File: config.mk
export PLATFORM = sky130hd
export DESIGN_NAME = sync_gated_nco
export DESIGN_NICKNAME = d
export VERILOG_FILES = /design/src/rtl/nco_pkg.sv /design/src/rtl/nco_tune_reg.sv /design/src/rtl/nco_start_gate.sv /design/src/rtl/nco_phase_acc.sv /design/src/rtl/sync_gated_nco.sv
export SDC_FILE = /design/constraint.sdc
export NUM_CORES = 1
export LEC_CHECK = 0
export BUFFER_PORTS_ARGS = -buffer_cell sky130_fd_sc_hd__buf_2
export CAP_MARGIN = 20
export CORE_MARGIN = 1
export CORE_UTILIZATION = 55
export DETAILED_ROUTE_END_ITERATION = 12
export PLACE_DENSITY = 0.72
export SLEW_MARGIN = 20
export SYNTH_ARGS = -nofsm -noshare
export SYNTH_HDL_FRONTEND = slang
export SYNTH_HIERARCHICAL = 1
export SYNTH_SLANG_ARGS = --single-unit
File: constraint.sdc
create_clock -name clk -period 4.5 [get_ports clk]
set_input_delay 0 -clock clk [delete_from_list [all_inputs] [get_ports clk]]
set_output_delay 0 -clock clk [all_outputs]
set_load 0.02 [all_outputs]
File: src/rtl/nco_pkg.sv
package nco_pkg;
  localparam int BYTE_W = 8;
  typedef enum logic {
    SEL_CENTER = 1'b0,
    SEL_OFFSET = 1'b1
  } tune_sel_e;
endpackage

File: src/rtl/nco_tune_reg.sv
module nco_tune_reg #(
  parameter int WORD_W = 32,
  parameter int BYTE_W = 8,
  localparam int NBYTES = WORD_W / BYTE_W,
  localparam int IDX_W = $clog2(NBYTES)
) (
  input  logic              clk,
  input  logic              wr_hit,
  input  logic [IDX_W-1:0]  wr_idx,
  input  logic [BYTE_W-1:0] wr_data,
  output logic [WORD_W-1:0] word_q,
  output logic              lo_load
);
  // staged upper bytes; not reset so contents survive controller reset
  logic [WORD_W-1:BYTE_W] stage_q = '0;
  logic [WORD_W-1:0]      word_r  = '0;

  assign lo_load = wr_hit && (wr_idx == '0);
  assign word_q  = word_r;

  always_ff @(posedge clk) begin
    for (int b = 1; b < NBYTES; b++) begin
      if (wr_hit && (wr_idx == IDX_W'(b)))
        stage_q[b*BYTE_W +: BYTE_W] <= wr_data;
    end
    if (lo_load)
      word_r <= {stage_q, wr_data};
  end
endmodule

File: src/rtl/nco_start_gate.sv
module nco_start_gate (
  input  logic clk,
  input  logic rst_n,
  input  logic sync_evt,
  input  logic load_evt,
  output logic synced,
  output logic loaded
);
  always_ff @(posedge clk) begin
    if (!rst_n) begin
      synced <= 1'b0;
      loaded <= 1'b0;
    end else begin
      if (sync_evt) synced <= 1'b1;
      if (load_evt) loaded <= 1'b1;
    end
  end
endmodule

File: src/rtl/nco_phase_acc.sv
module nco_phase_acc #(
  parameter int PHASE_W = 32
) (
  input  logic               clk,
  input  logic               rst_n,
  input  logic               run,
  input  logic               synced,
  input  logic [PHASE_W-1:0] center,
  input  logic [PHASE_W-1:0] offset,
  output logic [PHASE_W-1:0] step,
  output logic [PHASE_W-1:0] phase_q
);
  function automatic logic [PHASE_W-1:0] gated_step(
    input logic gate, input logic [PHASE_W-1:0] a, input logic [PHASE_W-1:0] b);
    logic [PHASE_W-1:0] s;
    s = a + b;
    return gate ? s : '0;
  endfunction

  assign step = gated_step(synced, center, offset);

  always_ff @(posedge clk) begin
    if (!rst_n || !run) phase_q <= '0;
    else                phase_q <= phase_q + step;
  end
endmodule

File: src/rtl/sync_gated_nco.sv
module sync_gated_nco #(
  parameter int PHASE_W = 32,
  localparam int BYTE_W = nco_pkg::BYTE_W,
  localparam int IDX_W  = $clog2(PHASE_W / BYTE_W)
) (
  input  logic               clk,
  input  logic               rst_n,
  input  logic               sync_in,
  input  logic               wr_en,
  input  logic               wr_sel,
  input  logic [IDX_W-1:0]   wr_byte,
  input  logic [BYTE_W-1:0]  wr_data,
  output logic [PHASE_W-1:0] phase_out,
  output logic               phase_valid
);
  import nco_pkg::*;

  logic [1:0]         hit;
  logic [1:0]         lo_load;
  logic [PHASE_W-1:0] word [2];
  logic [PHASE_W-1:0] step;
  logic               sync_evt, load_evt, synced, loaded, run;

  assign hit[SEL_CENTER] = wr_en && (wr_sel == SEL_CENTER);
  assign hit[SEL_OFFSET] = wr_en && (wr_sel == SEL_OFFSET);

  for (genvar g = 0; g < 2; g++) begin : g_tune
    nco_tune_reg #(.WORD_W(PHASE_W), .BYTE_W(BYTE_W)) u_reg (
      .clk(clk), .wr_hit(hit[g]), .wr_idx(wr_byte), .wr_data(wr_data),
      .word_q(word[g]), .lo_load(lo_load[g]));
  end

  assign sync_evt = sync_in || lo_load[SEL_CENTER];
  assign load_evt = |lo_load;

  nco_start_gate u_gate (
    .clk(clk), .rst_n(rst_n), .sync_evt(sync_evt), .load_evt(load_evt),
    .synced(synced), .loaded(loaded));

  assign run = synced && loaded;

  nco_phase_acc #(.PHASE_W(PHASE_W)) u_acc (
    .clk(clk), .rst_n(rst_n), .run(run), .synced(synced),
    .center(word[SEL_CENTER]), .offset(word[SEL_OFFSET]),
    .step(step), .phase_q(phase_out));

  assign phase_valid = run;
endmodule

==> flow_metrics.tcl <==
set metrics [dict create \
    synth_fa_ha_area_share_pct 10.5 \
    synth_top_cells_by_area "edfxtp_1 43%, ha_1 10%, dfxtp_1 8.8%" \
    cts_buffers 17 \
    n_antenna_cell 0 \
    dp_hpwl_mm 12.3 \
    synth-main-ff-cell "edfxtp_1" \
    drtIter0Drc 477 \
    synth-seq-cells 146 \
    holdCritPathClass "input pin to flip-flop" \
    crit_fanout 4 \
    routedWlPerCell_um 17.1 \
    postRouteWirelength_mm 16.7 \
    synthCells 696 \
    insertion_delay_ns 0.42 \
    drive_gt1_share_pct 19.3 \
    maxCapViolations 0 \
    nets 866 \
    finClkSkew_ns 0.00985 \
    setup_viol 0 \
    synth_edf_count 112 \
    hold_start "wr_byte[0]" \
    synthSimpleGateAreaFrac_pct 13.9 \
    cp_slowest_cell "a2111o_1" \
    vdd_drop_max_mv 0.359 \
    period_minus_slack_ns 4.45 \
    synth_compound_area_share_pct 16.2 \
    port_buffers 47 \
    design.die.area_um2 14600 \
    finalHoldViolations 0 \
    antenna_found_initial 0 \
    ys_types 60 \
    worst_pin_slew_ns 0.699 \
    yosysTopAreaCell "edfxtp_1" \
    viasPerCell 5.76 \
    cp.arrival_ns 4.76 \
    cp_num_buf_inv 1 \
    drc 0 \
    fin_crit_sh_pct 98.9 \
    async_flop_share_pct 0 \
    syn_avg_cell_area_um2 11.2 \
    gp_congestion 0.905 \
    gr-usage-all-layers_pct 23.6 \
    holdWs_ns 0.0849 \
    synth_top_family_by_area "compound AO/OA/AOI/OAI gates" \
    vias 5649 \
    dr.pass1.iters 5 \
    cts_tree "yes" \
    crit_required_ns 4.81 \
    path_cells "ha_1 -> nor2b_2 -> o31a_1 -> buf_4 -> o21a_1 -> nor2_2 -> o21bai_1 -> a21o_1 -> xnor2_1 -> nor2_1 -> ha_1 -> a21o_1 -> a21o_1 -> a2bb2oi_2 -> a211o_2 -> a2111o_1 -> a31o_1 -> a31oi_2 -> xnor2_1 -> and2_1" \
    yosys-top-cells-count "112 x edfxtp_1, 82 x nor2_1, 62 x ha_1, 55 x a21oi_1, 40 x a21o_1" \
    grt_overflow 0 \
    synth_mux_area_share_pct 0.258 \
    crit_family "compound AO/OA/AOI/OAI gates" \
    clk_path_buf_depth 2 \
    dieHeight_um 121 \
    syn-num-nets 775 \
    synthXorXnorAreaFrac_pct 5.53 \
    cpMostUsedCell "a21o_1" \
    syn_area_um2 7770 \
    worstSetupStartpoint "g_tune[1].u_reg/word_q[2]" \
    max_freq_mhz 225 \
    yosysMostFrequentCell "edfxtp_1" \
    cts-root-buf "clkbuf_16" \
    crit_type "flip-flop to flip-flop" \
    critPathCaptureType "flip-flop" \
    slowest_delay_ns 0.42 \
    clk_pin_slew_ns 0.06 \
    rows 43 \
    fin_tns_setup_ns 0 \
    relSlewSlack_pct 53.4 \
    core_area_um2 13800 \
    reg2reg_from "g_tune[1].u_reg/word_q[2]" \
    synth_warnings 6 \
    start_util_pct 56.2 \
    h-tree-depth 4 \
    run_status "finished clean" \
    netlist.area_leader.share_pct 43.3 \
    cp-start-kind "flip-flop" \
    grt_pass1_vias 5211 \
    die_x_um 121 \
    grt_start_max_net_pins 30 \
    rsz0062_at_grt "true" \
    yosysSeqAreaShare_pct 52.1 \
    grt_pass1_wl_mm 26.2 \
    io-pin-count 48 \
    area_growth_pct 19.4 \
    clock-sinks 146 \
    p_leak_uw 0.00392 \
    drv_slew 0 \
    powerDensity_nw_per_um2 338 \
    final_antenna_net_count 0 \
]
-- flip-flops by register name, indices dropped and copies added, names as in the netlist --
name	count
g_tune.u_reg/stage_q	48
g_tune.u_reg/word_q	64
u_acc/phase_q	32
u_gate/loaded	1
u_gate/synced	1
-- cells by family (layout without fill, tap and decap cells) --
kind of cell | after synthesis | count (layout)
DFF | 146 | 146
muxes | 2 | 2
xor gates and xnor gates | 49 | 49
and+or+nand+nor | 217 | 217
adders and majority gates | 64 | 64
AOI/OAI and AO/OA | 187 | 187
buffers and inverters | 31 | 135
-- cells in the final DEF, fill, tap and decap left out, drive strengths merged, types with 10 or more instances in the layout --
master	instances
nor2b	10
inv	19
dlygate4sd3	10
edfxtp	112
a21o	42
nor2	82
nand2	33
xor2	30
o21a	12
a21oi	55
xnor2	19
nor3	19
nand3	10
o21ai	24
buf	78
ha	62
and3	13
clkbuf	17
dfxtp	34
and2	11
-- stage by stage --
stage | area (um^2) | utilization (%) | worst slack, ns | total power [uW] | instances
finish | 9270 | 67.1 | 0.0490 | 3130 | 980
global route | 9270 | 67.1 | -0.155 | 3230 | 980
CTS | 9140 | 66.1 | 0.00970 | 3150 | 977
detailed placement | 8390 | 60.7 | -0.0852 | 1660 | 935
global placement | 8390 | 60.7 | 0.0324 | 1660 | 935
floorplan | 7770 | - | 0.0450 | 1610 | 696
-- final timing paths --
kind                            depth (start not counted)                    endpoint  slack [ns]
worst max-delay path                                   20           u_acc/phase_q[25]        0.05
worst min-delay path                                    2  g_tune[1].u_reg/word_q[27]        0.08
worst max register to register                         20           u_acc/phase_q[25]        0.05
worst min register to register                          0  g_tune[0].u_reg/word_q[15]        0.42
-- worst register-to-register path: stages, from the launching register on --
cell       delay [ns]
edfxtp_1         0.37
ha_1             0.34
nor2b_2          0.17
o31a_1           0.26
buf_4            0.14
o21a_1           0.17
nor2_2           0.11
o21bai_1         0.07
a21o_1           0.20
xnor2_1          0.17
nor2_1           0.08
ha_1             0.32
a21o_1           0.19
a21o_1           0.21
a2bb2oi_2        0.17
a211o_2          0.32
a2111o_1         0.42
a31o_1           0.24
a31oi_2          0.18
xnor2_1          0.08
and2_1           0.15
-- layer usage --
metal  part of all wire (%)  up-vias  track usage, %  wire (um)
met4                    1.5        0            9.03        252
met1                     47     2639            32.8       7940
met2                     46      205            36.5       7620
li1                       -     2778               -          -
met3                    5.5       27            4.72        914
met5                      0        -               0          0
-- final cells by class --
class	instances	area, um^2
inverter	15	56.3
multi-input combinational	519	3750
sequential	146	4040
tap	180	225
clock buffer	17	425
clock inverter	15	203
fill	1044	4550
timing repair buffer	88	568
-- what timing repair did --
item                                   4_1_cts  5_1_grt
setup buffers                                0        3
pin swaps                                    3        7
hold buffers                                10        0
setup endpoints to repair                    6       11
gates resized for setup                      4       29
endpoints found under the hold margin       67        0
-- report_power, final --
group | internal [uW] | switching, uW
combinational | 65.5 | 98.6
sequential | 1470 | 8.34
clock | 934 | 554
total | 2470 | 661
Power figures use the tool's default switching activity.
